**src/rtl/pwm_pkg.sv**
```systemverilog
package pwm_pkg;

  // Position of lane bit b (b == byte width means the parity bit) in the word.
  function automatic int unsigned lane_bit_pos(input int unsigned lane,
                                               input int unsigned b,
                                               input int unsigned byte_w);
    return lane * (byte_w + 1) + b;
  endfunction

endpackage

```
**src/rtl/pwm_mask_latch.sv**
```systemverilog
module pwm_mask_latch #(
  parameter int unsigned MASK_W = 4
) (
  input  logic              clk,
  input  logic              rst,
  input  logic              row_act_i,
  input  logic [MASK_W-1:0] pins_i,
  output logic [MASK_W-1:0] mask_eff_o
);

  logic              row_q;
  logic              row_start;
  logic [MASK_W-1:0] mask_q;

  assign row_start  = row_act_i & ~row_q;
  // The write in the row-start cycle already sees the value being captured.
  assign mask_eff_o = row_start ? pins_i : mask_q;

  always_ff @(posedge clk) begin
    if (rst) begin
      row_q  <= 1'b0;
      mask_q <= '0;
    end else begin
      row_q <= row_act_i;
      if (row_start)
        mask_q <= pins_i;
      else if (!row_act_i)
        mask_q <= '0;
    end
  end

  // the mask held after a row start equals the pins at that start
  a_r1_capture: assert property (@(posedge clk) disable iff (rst)
    (row_act_i && !row_q) |=> (mask_q == $past(pins_i)));

  // the mask does not move while the row stays open
  a_r3_mask_held: assert property (@(posedge clk) disable iff (rst)
    (row_act_i && row_q) |=> $stable(mask_q));

  // closing a row leaves no mask behind
  a_r8_mask_cleared: assert property (@(posedge clk) disable iff (rst)
    !row_act_i |=> (mask_q == '0));

endmodule

```
**src/rtl/pwm_lane_enables.sv**
```systemverilog
module pwm_lane_enables #(
  parameter int unsigned NUM_BYTES = 4,
  parameter bit          PAR_EN    = 1'b1
) (
  input  logic                 clk,
  input  logic                 rst,
  input  logic                 row_act_i,
  input  logic                 wr_en_i,
  input  logic [NUM_BYTES-1:0] byte_sel_i,
  input  logic                 par_sel_i,
  input  logic [NUM_BYTES-1:0] mask_i,
  output logic [NUM_BYTES-1:0] byte_we_o,
  output logic [NUM_BYTES-1:0] par_we_o
);

  logic wr_ok;
  assign wr_ok = row_act_i & wr_en_i;

  always_ff @(posedge clk) begin
    if (rst) byte_we_o <= '0;
    else     byte_we_o <= wr_ok ? byte_sel_i : '0;
  end

  generate
    if (PAR_EN) begin : g_par
      always_ff @(posedge clk) begin
        if (rst) par_we_o <= '0;
        else     par_we_o <= (wr_ok && par_sel_i) ? mask_i : '0;
      end
    end else begin : g_nopar
      logic unused_par;
      assign unused_par = ^{par_sel_i, mask_i};
      always_ff @(posedge clk) par_we_o <= '0;
    end
  endgenerate

  // a byte enable needs its select and the write enable in an open row
  a_r5_byte_gated: assert property (@(posedge clk) disable iff (rst)
    (byte_we_o & ~$past(byte_sel_i & {NUM_BYTES{wr_en_i & row_act_i}})) == '0);

  // parity enables need the parity select, never a byte select alone
  a_r6_par_own_select: assert property (@(posedge clk) disable iff (rst)
    (par_we_o != '0) |-> $past(par_sel_i && wr_en_i && row_act_i));

  // a parity enable never appears where the mask holds a zero
  a_r2_mask_respected: assert property (@(posedge clk) disable iff (rst)
    (par_we_o & ~$past(mask_i)) == '0);

endmodule

```
**src/rtl/pwm_bit_expand.sv**
```systemverilog
module pwm_bit_expand #(
  parameter int unsigned NUM_BYTES = 4,
  parameter int unsigned BYTE_W    = 8,
  localparam int unsigned WORD_W   = NUM_BYTES * (BYTE_W + 1)
) (
  input  logic [NUM_BYTES-1:0] byte_we_i,
  input  logic [NUM_BYTES-1:0] par_we_i,
  output logic [WORD_W-1:0]    bit_we_o
);
  import pwm_pkg::*;

  generate
    for (genvar l = 0; l < NUM_BYTES; l++) begin : g_lane
      for (genvar b = 0; b < BYTE_W; b++) begin : g_bit
        assign bit_we_o[lane_bit_pos(l, b, BYTE_W)] = byte_we_i[l];
      end
      assign bit_we_o[lane_bit_pos(l, BYTE_W, BYTE_W)] = par_we_i[l];
    end
  endgenerate

endmodule

```
**src/rtl/pwm_parity_wpb.sv**
```systemverilog
module pwm_parity_wpb #(
  parameter int unsigned NUM_BYTES = 4,
  parameter int unsigned BYTE_W    = 8,
  parameter bit          PAR_EN    = 1'b1,
  localparam int unsigned WORD_W   = NUM_BYTES * (BYTE_W + 1)
) (
  input  logic                 clk,
  input  logic                 rst,
  input  logic                 row_act_i,
  input  logic                 wr_en_i,
  input  logic [NUM_BYTES-1:0] byte_sel_i,
  input  logic                 par_sel_i,
  input  logic [NUM_BYTES-1:0] par_pins_i,
  output logic [NUM_BYTES-1:0] byte_we_o,
  output logic [NUM_BYTES-1:0] par_we_o,
  output logic [WORD_W-1:0]    bit_we_o
);

  logic [NUM_BYTES-1:0] mask_eff;

  pwm_mask_latch #(.MASK_W(NUM_BYTES)) u_mask (
    .clk        (clk),
    .rst        (rst),
    .row_act_i  (row_act_i),
    .pins_i     (par_pins_i),
    .mask_eff_o (mask_eff)
  );

  pwm_lane_enables #(.NUM_BYTES(NUM_BYTES), .PAR_EN(PAR_EN)) u_lanes (
    .clk        (clk),
    .rst        (rst),
    .row_act_i  (row_act_i),
    .wr_en_i    (wr_en_i),
    .byte_sel_i (byte_sel_i),
    .par_sel_i  (par_sel_i),
    .mask_i     (mask_eff),
    .byte_we_o  (byte_we_o),
    .par_we_o   (par_we_o)
  );

  pwm_bit_expand #(.NUM_BYTES(NUM_BYTES), .BYTE_W(BYTE_W)) u_expand (
    .byte_we_i (byte_we_o),
    .par_we_i  (par_we_o),
    .bit_we_o  (bit_we_o)
  );

  // a closed row produces no enables in the following cycle
  a_r8_idle_quiet: assert property (@(posedge clk) disable iff (rst)
    !row_act_i |=> (bit_we_o == '0));

  // enables are clear in the cycle after reset
  a_r10_reset_clear: assert property (@(posedge clk)
    rst |=> (byte_we_o == '0 && par_we_o == '0));

endmodule

```
**config.mk**
```make
export PLATFORM = sky130hd
export DESIGN_NAME = pwm_parity_wpb
export DESIGN_NICKNAME = d
export VERILOG_FILES = /design/src/rtl/pwm_pkg.sv /design/src/rtl/pwm_mask_latch.sv /design/src/rtl/pwm_lane_enables.sv /design/src/rtl/pwm_bit_expand.sv /design/src/rtl/pwm_parity_wpb.sv
export SDC_FILE = /design/constraint.sdc
export NUM_CORES = 1
export LEC_CHECK = 0
export BUFFER_PORTS_ARGS = -buffer_cell sky130_fd_sc_hd__buf_4
export CAP_MARGIN = 20
export CORE_MARGIN = 4
export CORE_UTILIZATION = 25
export CTS_CLUSTER_DIAMETER = 80
export DETAILED_ROUTE_END_ITERATION = 10
export GPL_ROUTABILITY_DRIVEN = 0
export GPL_TIMING_DRIVEN = 0
export HOLD_SLACK_MARGIN = 0.05
export PLACE_DENSITY = 0.68
export SETUP_SLACK_MARGIN = 0.1
export SYNTH_ARGS = -nofsm -noshare
export SYNTH_HDL_FRONTEND = slang
export SYNTH_SLANG_ARGS = --single-unit
export TNS_END_PERCENT = 100
```
**constraint.sdc**
```tcl
create_clock -name clk -period 1.06 [get_ports clk]
set_input_delay 0.053 -clock clk [delete_from_list [all_inputs] [get_ports clk]]
set_output_delay 0.053 -clock clk [all_outputs]
set_load 0.005 [all_outputs]
```
==> metrics, run 1 <==
Die ar.=0.00355 mm^2; cells on worst reg2reg path=3; Vias per Instance=around 3.6; final setup fails=0; RSZ-0062 raised after global routing=yes; initial antenna violation count=0; share of layout cells above drive strength 1=0.725; Worst path depth=2; skew final=between 0.005 and 0.006 ns; YS warnings=0; worst-margin pin slew=~0.2 ns; core area=0.00250 mm^2; Worst Hold Class=in -> reg; r2r setup slk=approximately 0.20 ns; Worst VDD drop=around 0.78 mV; P_leak=between 0.0007 and 0.0008 uW; Clock Pin Slew Worst Setup and Hold Paths=around 0.07 ns; flops & latches, synth=13; final hold viol count=0; Synth Cell Area=664 um^2; highest-delay cell along the critical path=dfxtp_4; Crit. End Element=output pin; RR Startpoint=u_mask.row_q$_SDFF_PP0_; Startpoint Class=register; Hold Crit Start=row_act_i; CP bufs+invs=2; Starting Density=0.266; hold endpoint=u_mask.row_q$_SDFF_PP0_; GRT overflow=0; WL final=~1600 um; outcome=finished clean; Final min period=roughly 0.96 ns; IO buf count=56; largest delay contributor family on the critical path=flip-flops; CTS max path bufs=2; Fmax=roughly 1000 MHz; Synth cell types=10; Root Driver=clkbuf_4; diode count=0; worst setup path class=reg -> out; chip width=59.6 um; Worst slew margin=0.863; Tcrit/Tclk final=0.903; setup_tns=0 ns; worst-path maximum fanout=9; Avg WL per Cell=9.39 um; critical path arrival=around 0.90 ns; antenna viol nets, final=0; Final Max Tran Viols=0; Max Cap Viol=0; largest net degree at the start of global routing=10; pre-CTS setup slack=about 0.22 ns; critical path's largest stage delay=between 0.3 and 0.4 ns; Seq/Total Area, Yosys=0.392; I/O Pins=57; first-pass GRT wire length=about 2300 um; vias=between 600 and 700; cts bufs inserted=3; setup ws final=slightly above 0.1 ns; reg-to-reg endpoint=u_lanes.par_we_o[0]$_SDFF_PP0_; Post-Syn Instances=70; Hold Path Stages=3; GRT Total Usage=0.0888; clk_lat worst skew=about 0.27 ns; die height=slightly below 60 um; DRC=0; pwr dens=809 mW/mm^2; Syn Area/Cell=roughly 9.5 um^2; Most common cell on crit path=buf_4; iteration-0 DRC count of the detailed router=16; vias in the first global route=~540; CP Data Required Time=~1.0 ns; drt pass-1 iters=2; clock sinks=13; Post-Syn Nets=just over 80; final net count=roughly 150; Rows=18; setup bufs post-CTS=0; Critical Path, Cell by Cell=buf_4 > buf_4; CTS tree=built; H-Tree Depth=1; Area Growth Syn to Fin=87.2%; post-DP HPWL=1340 um
==> cells by family (layout without fill, tap and decap cells) <==
logic type,Yosys count,in the layout,share of synthesized area
buf+inv,38,106,0.429
simple gates,15,15,0.119
flops,13,13,0.392
mux,4,4,0.0603
==> power breakdown <==
group          internal (uW)  switching [uW]  leakage [uW]
registers                496            12.5      0.000109
clock network            146             146     0.0000150
logic                    149            57.0      0.000585
total                    790             216      0.000709
==> worst min-delay path: stages <==
cell and delay [ns]:
buf_4 0.09, nand2b_1 0.12, inv_1 0.07
==> how the worst max path moves through the flow <==
stage	end	start	slack, ns
global route	bit_we_o[14]	u_lanes.byte_we_o[1]$_SDFF_PP0_	0.06
floorplan	u_mask.mask_q[3]$_SDFFE_PP0P_	u_mask.row_q$_SDFF_PP0_	0.27
global placement	u_lanes.par_we_o[2]$_SDFF_PP0_	u_mask.row_q$_SDFF_PP0_	0.22
finish	bit_we_o[3]	u_lanes.byte_we_o[0]$_SDFF_PP0_	0.10
detailed placement	u_mask.mask_q[3]$_SDFFE_PP0P_	u_mask.row_q$_SDFF_PP0_	0.22
CTS	bit_we_o[3]	u_lanes.byte_we_o[0]$_SDFF_PP0_	0.09
==> cell usage after synthesis <==
cell type,number,share of area
buf_6,1,0.017
buf_4,36,0.41
nor2_1,8,0.045
nand2b_1,1,0.0094
mux2i_1,4,0.060
and2_1,4,0.038
dfxtp_1,13,0.39
and3b_1,1,0.013
inv_1,1,0.0056
nand4b_1,1,0.013
==> what timing repair did <==
item                                    4_1_cts  5_1_grt
endpoints found under the setup margin       36       32
pin swaps                                     0        0
hold endpoints to repair                     10        0
hold buffers                                  8        0
gates resized for setup                       8        0
==> stage by stage <==
| stage | power, uW | utilization | instances | instance area, um^2 | hold slack [ns] |
|---|---|---|---|---|---|
| 2_1_floorplan | 607 | - | 70 | 664 | 0.175 |
| 3_3_place_gp | 706 | 0.449 | 156 | 1120 | 0.256 |
| 4_1_cts | 1020 | 0.497 | 168 | 1240 | 0.0942 |
| 6_report | 1010 | 0.497 | 168 | 1240 | 0.0998 |
| 3_5_place_dp | 712 | 0.449 | 156 | 1120 | 0.259 |
| 5_1_grt | 1060 | 0.497 | 168 | 1240 | 0.109 |
==> layout by cell type (no fill, tap or decap), drive strengths merged <==
cell         instances
clkbuf               4
inv                  1
dlygate4sd3          8
buf                 93
nand4b               1
dfxtp               13
nor2                 8
and2                 4
nand2b               1
and3b                1
mux2i                4
==> registers in the layout, indices dropped and copies added, names as in the netlist <==
| signal | cells |
|---|---|
| u_lanes.byte_we_o | 4 |
| u_lanes.par_we_o | 4 |
| u_mask.mask_q | 4 |
| u_mask.row_q | 1 |
==> metal layers <==
metal,global-route usage,share of wire
met5,0,0
met4,0.0475,0.018
met3,0.0153,0.11
met2,0.176,0.55
met1,0.0840,0.33
==> layout make-up <==
| type | instances | area (um^2) |
|---|---|---|
| Fill cell | 244 | 1260 |
| Timing Repair Buffer | 64 | 500 |
| Tap cell | 30 | 37.5 |
| Inverter | 1 | 3.75 |
| Clock buffer | 4 | 26.3 |
| Buffer | 37 | 282 |
| Sequential cell | 13 | 275 |
| Multi-Input combinational cell | 19 | 119 |
Power figures use the tool's default switching activity.
==> inputs of run 2 (changes only) <==
--- a/config.mk
+++ b/config.mk
@@ -14,7 +14,7 @@
 export GPL_ROUTABILITY_DRIVEN = 0
 export GPL_TIMING_DRIVEN = 0
 export HOLD_SLACK_MARGIN = 0.05
-export PLACE_DENSITY = 0.68
+export PLACE_DENSITY = 0.7
 export SETUP_SLACK_MARGIN = 0.1
 export SYNTH_ARGS = -nofsm -noshare
 export SYNTH_HDL_FRONTEND = slang
==> constraint.sdc (replaced) <==
create_clock -name clk -period 0.87 [get_ports clk]
set_input_delay 0.0435 -clock clk [delete_from_list [all_inputs] [get_ports clk]]
set_output_delay 0.0435 -clock clk [all_outputs]
set_load 0.005 [all_outputs]
==> run 2 against run 1 <==
The flow now finishes with violations (negative setup slack). Critical path depth did not move. Sequential cell count did not move. Register-to-register slack got worse by 0.21 ns. Cell count fell by 1.8%. First-iteration DRC count fell by 6.3%. Clock skew fell by 0.00076 ns. Utilization rose by 2.9 points. Die area did not move. Sequential power rose by 23%. Hold slack got worse by 0.065 ns. Clock power rose by 20%. Critical path type unchanged.
==> metrics, run 2 (same netlist as run 1, synthesis figures left out) <==
outcome=finished, violations left (was finished clean); failing checks=negative setup slack; cts bufs inserted=3 (unchanged); met3 WL=167 um (unchanged); final core occ=0.527 (was 0.497); Worst VDD drop=1.21 mV (was 0.779 mV); critical path arrival=0.90 ns (about the same); Die ar.=0.00355 mm^2 (unchanged); antenna viol nets, final=0 (unchanged); CP Data Required Time=0.83 ns (was 1.01 ns); clock sinks=13 (unchanged); Top Registers=u_lanes.byte_we_o: 4 flops, u_lanes.par_we_o: 4 flops, u_mask.mask_q: 4 flops (unchanged); # fillers=234 (was 244); worst setup path class=reg -> out (unchanged); skew final=0.00429 ns (was 0.00505 ns); final hold viol count=0 (unchanged); # hold bufs at CTS=5 (was 8); Fmax=around 1100 MHz; Tcrit/Tclk final=1.08; Rows=18 (unchanged); Vias per Instance=3.74 (was 3.61); register area=282 um^2 (was 275 um^2); die height=59.6 um (unchanged); worst-margin pin slew=0.213 ns (was 0.200 ns); diode count=0 (unchanged); Worst Hold Class=in -> reg (unchanged); pwr dens=944 mW/mm^2 (was 809 mW/mm^2); Avg WL per Cell=9.92 um (was 9.39 um); worst hold slack=0.0352 ns (was 0.0998 ns); GRT overflow=0 (unchanged); Crit. End Element=output pin (unchanged); Area Growth Syn to Fin=98.1% (was 87.2%); share of layout cells above drive strength 1=0.800 (was 0.725); commonest non-fill, non-tap cell in the layout=buf_4 (unchanged); setup_tns=-2.06 ns (was 0 ns); final net count=149 (was 152); final setup fails=33 (was 0); setup ws final=-0.0737 ns (was 0.103 ns); Clock Pin Slew Worst Setup and Hold Paths=0.07 ns (about the same); CTS max path bufs=2 (unchanged); vias in the first global route=590 (was 538); Max Cap Viol=0 (unchanged); IO buf count=56 (unchanged); chip width=59.6 um (unchanged); first-pass GRT wire length=2420 um (was 2350 um); H-Tree Depth=1 (unchanged); WL met2=988 um (was 863 um); Starting Density=0.266 (unchanged); setup bufs post-CTS=0 (unchanged); Startpoint Class=register (unchanged); Final Max Tran Viols=0 (unchanged); worst-path maximum fanout=9 (unchanged); core area=0.00250 mm^2 (unchanged); I/O Pins=57 (unchanged); iteration-0 DRC count of the detailed router=15 (was 16); Final min period=around 0.94 ns; CTS tree=built (unchanged); WL final=1640 um (was 1580 um); P_leak=0.000714 uW (was 0.000709 uW); vias=617 (was 606); top routing layer in use=met3 (was met4); GRT Total Usage=0.0899 (was 0.0888); largest net degree at the start of global routing=10 (unchanged); most frequent cells in the layout=buf_4 (74), buf_6 (19), nor2_1 (8), dlygate4sd3_1 (5), dfxtp_2 (5) (was buf_4 (92), dfxtp_1 (9), nor2_1 (8), dlygate4sd3_1 (8)); clk_lat worst skew=0.27 ns (about the same); RSZ-0062 raised after global routing=yes (unchanged); Root Driver=clkbuf_4 (unchanged); DRC=0 (unchanged); Multi-input gate area=148 um^2 (was 119 um^2); initial antenna violation count=0 (unchanged); drt pass-1 iters=2 (unchanged); Worst slew margin=0.858 (was 0.863); DRT met1 WL=481 um (was 517 um)
## run 2: critical path, cell delays in order (launching register included)
cell and delay, ns:
dfxtp_4 0.38, buf_4 0.13, buf_4 0.12
## run 2: cell type report
class,count,share of cell area
multi-input combinational,19,0.112
tap,30,0.0285
timing repair buffer,61,0.389
inverter,1,0.00285
clock buffer,4,0.0200
sequential,13,0.214
buffer,37,0.234
## run 2: where the power goes
part,switching (uW),internal [uW]
registers,19.6,605
logic,74.5,194
clock network,172,177
## run 2: path summary, 6_finish.rpt
| kind | from | end | slack [ns] | cells past startpoint |
|---|---|---|---|---|
| min reg2reg | u_mask.mask_q[2]$_SDFFE_PP0P_ | u_mask.mask_q[2]$_SDFFE_PP0P_ | 0.50 | 2 |
| max reg2reg | u_mask.row_q$_SDFF_PP0_ | u_lanes.par_we_o[0]$_SDFF_PP0_ | -0.01 | 3 |
| min | par_pins_i[2] | u_mask.mask_q[2]$_SDFFE_PP0P_ | 0.04 | 3 |
| max | u_lanes.byte_we_o[0]$_SDFF_PP0_ | bit_we_o[3] | -0.07 | 2 |
## run 2: repair_timing
action | 4_1_cts | 5_1_grt
resized for setup | 22 | 13
endpoints found under the hold margin | 8 | 1
setup endpoints to repair | 48 | 52
## run 2: metal layers
layer | up-vias | GRT usage
met3 | 0 | 0.0174
met5 | - | 0
li1 | 311 | -
met1 | 275 | 0.0752
met2 | 31 | 0.193
met4 | 0 | 0.0380
## run 2: metrics by stage
stage | cell area (um^2) | std cells | worst slack, ns | total power (uW)
6_report | 1320 | 165 | -0.0737 | 1240
3_3_place_gp | 1120 | 156 | 0.0506 | 860
5_1_grt | 1320 | 165 | -0.119 | 1310
2_1_floorplan | 666 | 70 | 0.101 | 740
4_1_cts | 1260 | 165 | -0.0898 | 1240
3_5_place_dp | 1120 | 156 | 0.0340 | 866
==> inputs of run 3 (changes only) <==
--- a/config.mk
+++ b/config.mk
@@ -14,8 +14,9 @@
 export GPL_ROUTABILITY_DRIVEN = 0
 export GPL_TIMING_DRIVEN = 0
 export HOLD_SLACK_MARGIN = 0.05
-export PLACE_DENSITY = 0.7
+export PLACE_DENSITY = 0.68
 export SETUP_SLACK_MARGIN = 0.1
+export SLEW_MARGIN = 15
 export SYNTH_ARGS = -nofsm -noshare
 export SYNTH_HDL_FRONTEND = slang
 export SYNTH_SLANG_ARGS = --single-unit
==> constraint.sdc (replaced) <==
create_clock -name clk -period 1.1 [get_ports clk]
set_input_delay 0.055 -clock clk [delete_from_list [all_inputs] [get_ports clk]]
set_output_delay 0.055 -clock clk [all_outputs]
set_load 0.005 [all_outputs]
==> run 3 against run 2 <==
The flow now finishes without violations. Non-clock buffer count rose by 2. Power fell by 22%. Register-to-register slack improved by 0.25 ns. Hold slack improved by 0.011 ns. Utilization fell by 3.3 points. Cell count rose by 1.2%. Clock skew barely moved. Via count fell by 3.7%. Critical path type unchanged. Highest routed layer is now met4.
==> metrics, run 3 (same netlist as run 1, synthesis figures left out) <==
outcome=finished clean (was finished, violations left); clk_lat worst skew=0.27 ns (about the same); Vias per Instance=3.56 (was 3.74); vias=594 (was 617); M2 GR Usage=0.181 (was 0.193); Top Registers=u_lanes.byte_we_o: 4 flops, u_lanes.par_we_o: 4 flops, u_mask.mask_q: 4 flops (unchanged); vias in the first global route=525 (was 590); clock sinks=13 (unchanged); skew final=0.00396 ns (was 0.00429 ns); area of placed instances=0.00112 mm^2 (about the same); chip width=59.6 um (unchanged); CP Data Required Time=1.04 ns (was 0.83 ns); met1 usage=0.0826 (was 0.0752); Multi-input gate area=119 um^2 (was 148 um^2); Hold Crit Start=par_pins_i[3] (was par_pins_i[2]); Switch Pwr=211 uW (was 266 uW); WL final=1620 um (was 1640 um); CTS max path bufs=2 (unchanged); final setup fails=0 (was 33); Crit. End Element=output pin (unchanged); cells on worst reg2reg path=3 (unchanged); Die ar.=0.00355 mm^2 (unchanged); total chip power=970 uW (was 1240 uW); Hold Path Stages=3 (unchanged); Worst path depth=2 (unchanged); cell-internal power=759 uW (was 976 uW); sequential share of power=0.505 (was 0.503); Worst Hold Class=in -> reg (unchanged); final net count=151 (was 149); IO buf count=56 (unchanged); Rows=18 (unchanged); worst-path maximum fanout=9 (unchanged); CTS tree=built (unchanged); Starting Density=0.266 (unchanged); Clk network pwr share=0.292 (was 0.281); P_leak=0.000705 uW (was 0.000714 uW); Root Driver=clkbuf_4 (unchanged); first-pass GRT wire length=2350 um (was 2420 um); Worst slew margin=0.862 (was 0.858); Fmax=~1000 MHz; Avg WL per Cell=9.71 um (was 9.92 um); initial antenna violation count=0 (unchanged); reg-to-reg endpoint=u_lanes.par_we_o[0]$_SDFF_PP0_ (unchanged); critical path's largest stage delay=0.38 ns (about the same); highest-delay cell along the critical path=dfxtp_4 (unchanged); largest delay contributor family on the critical path=flip-flops (unchanged); hold endpoint=u_lanes.par_we_o[3]$_SDFF_PP0_ (was u_mask.mask_q[2]$_SDFFE_PP0P_); Final Max Tran Viols=0 (unchanged); worst-margin pin slew=0.201 ns (was 0.213 ns); diode count=0 (unchanged); Max Cap Viol=0 (unchanged); drt pass-1 iters=2 (unchanged); cts bufs inserted=3 (unchanged); worst setup path class=reg -> out (unchanged); largest net degree at the start of global routing=10 (unchanged); critical path arrival=0.90 ns (about the same); die height=59.6 um (unchanged); H-Tree Depth=1 (unchanged); DRC=0 (unchanged); r2r setup slk=0.24 ns (was -0.01 ns); worst setup path startpoint=u_lanes.byte_we_o[0]$_SDFF_PP0_ (unchanged); most frequent cells in the layout=buf_4 (92), dfxtp_1 (9), nor2_1 (8), dlygate4sd3_1 (7) (was buf_4 (74), buf_6 (19), nor2_1 (8), dlygate4sd3_1 (5), dfxtp_2 (5)); DP Cell Count=156 (unchanged); Final min period=between 0.9 and 1 ns; pwr dens=786 mW/mm^2 (was 944 mW/mm^2); combinational fraction of design power=0.203 (was 0.216); final hold viol count=0 (unchanged); Most common cell on crit path=buf_4 (unchanged); GR Util met3=0.0153 (was 0.0174); Worst VDD drop=0.764 mV (was 1.21 mV); I/O Pins=57 (unchanged); setup bufs post-CTS=0 (unchanged); setup_tns=0 ns (was -2.06 ns); CP bufs+invs=2 (unchanged); commonest non-fill, non-tap cell in the layout=buf_4 (unchanged); GRT Total Usage=0.0897 (was 0.0899); RR Startpoint=u_mask.row_q$_SDFF_PP0_ (unchanged); # fillers=245 (was 234); Clock Pin Slew Worst Setup and Hold Paths=0.07 ns (about the same); share of layout cells above drive strength 1=0.730 (was 0.800); core area=0.00250 mm^2 (unchanged); iteration-0 DRC count of the detailed router=17 (was 15); Non-Filler Instances=167 (was 165); Finished Cell Area=0.00123 mm^2 (was 0.00132 mm^2); grt peak-use layer=met2 (unchanged); GRT overflow=0 (unchanged); register area=275 um^2 (was 282 um^2); Critical Path, Cell by Cell=buf_4 > buf_4 (unchanged); post-DP HPWL=1340 um; Startpoint Class=register (unchanged); RSZ-0062 raised after global routing=no (was yes); Area Growth Syn to Fin=85.7% (was 98.1%); Sw Ratio=0.217 (was 0.214); Tcrit/Tclk final=0.873; antenna viol nets, final=0 (unchanged)
-- run 3: worst max-delay path by stage --
stage,endpoint
floorplan,u_mask.mask_q[3]$_SDFFE_PP0P_
global placement,u_lanes.par_we_o[2]$_SDFF_PP0_
detailed placement,u_mask.mask_q[3]$_SDFFE_PP0P_
CTS,bit_we_o[3]
global route,bit_we_o[14]
finish,bit_we_o[3]
-- run 3: worst min-delay path, delay by kind of cell --
| kind | cells | cell delay, ns |
|---|---|---|
| buf+inv | 1 | 0.08 |
| simple gates | 1 | 0.08 |
| mux | 1 | 0.07 |
-- run 3: layout make-up --
type	count	area share
Buffer	37	0.228
Clock buffer	4	0.0213
Inverter	1	0.00304
Multi-Input combinational cell	19	0.0963
Sequential cell	13	0.223
Tap cell	30	0.0304
Timing Repair Buffer	63	0.398
-- run 3: per-stage QoR --
stage,hold WS [ns],util,setup WS [ns]
2_1_floorplan,0.177,-,0.312
3_3_place_gp,0.258,0.449,0.264
3_5_place_dp,0.261,0.449,0.264
4_1_cts,0.0506,0.489,0.116
5_1_grt,0.0752,0.493,0.103
6_report,0.0463,0.493,0.140
-- run 3: power by group through the flow --
stage / combinational [uW] / sequential, uW / clock [uW]
2_1_floorplan: 78.6 / 506 / 0
3_3_place_gp: 174 / 507 / 0
3_5_place_dp: 178 / 508 / 0
4_1_cts: 198 / 498 / 288
5_1_grt: 214 / 492 / 311
6_report: 197 / 490 / 284
-- run 3: repair_timing --
| action | CTS | global route |
|---|---|---|
| setup endpoints to repair | 33 | 22 |
| gates resized for setup | 4 | 4 |
| endpoints found under the hold margin | 8 | 0 |
| hold buffers | 7 | 0 |
-- run 3: per-layer routing --
metal,wire length [um],vias up
met5,0,-
met4,25,0
met3,172,4
met2,910,33
met1,512,242
li1,-,315
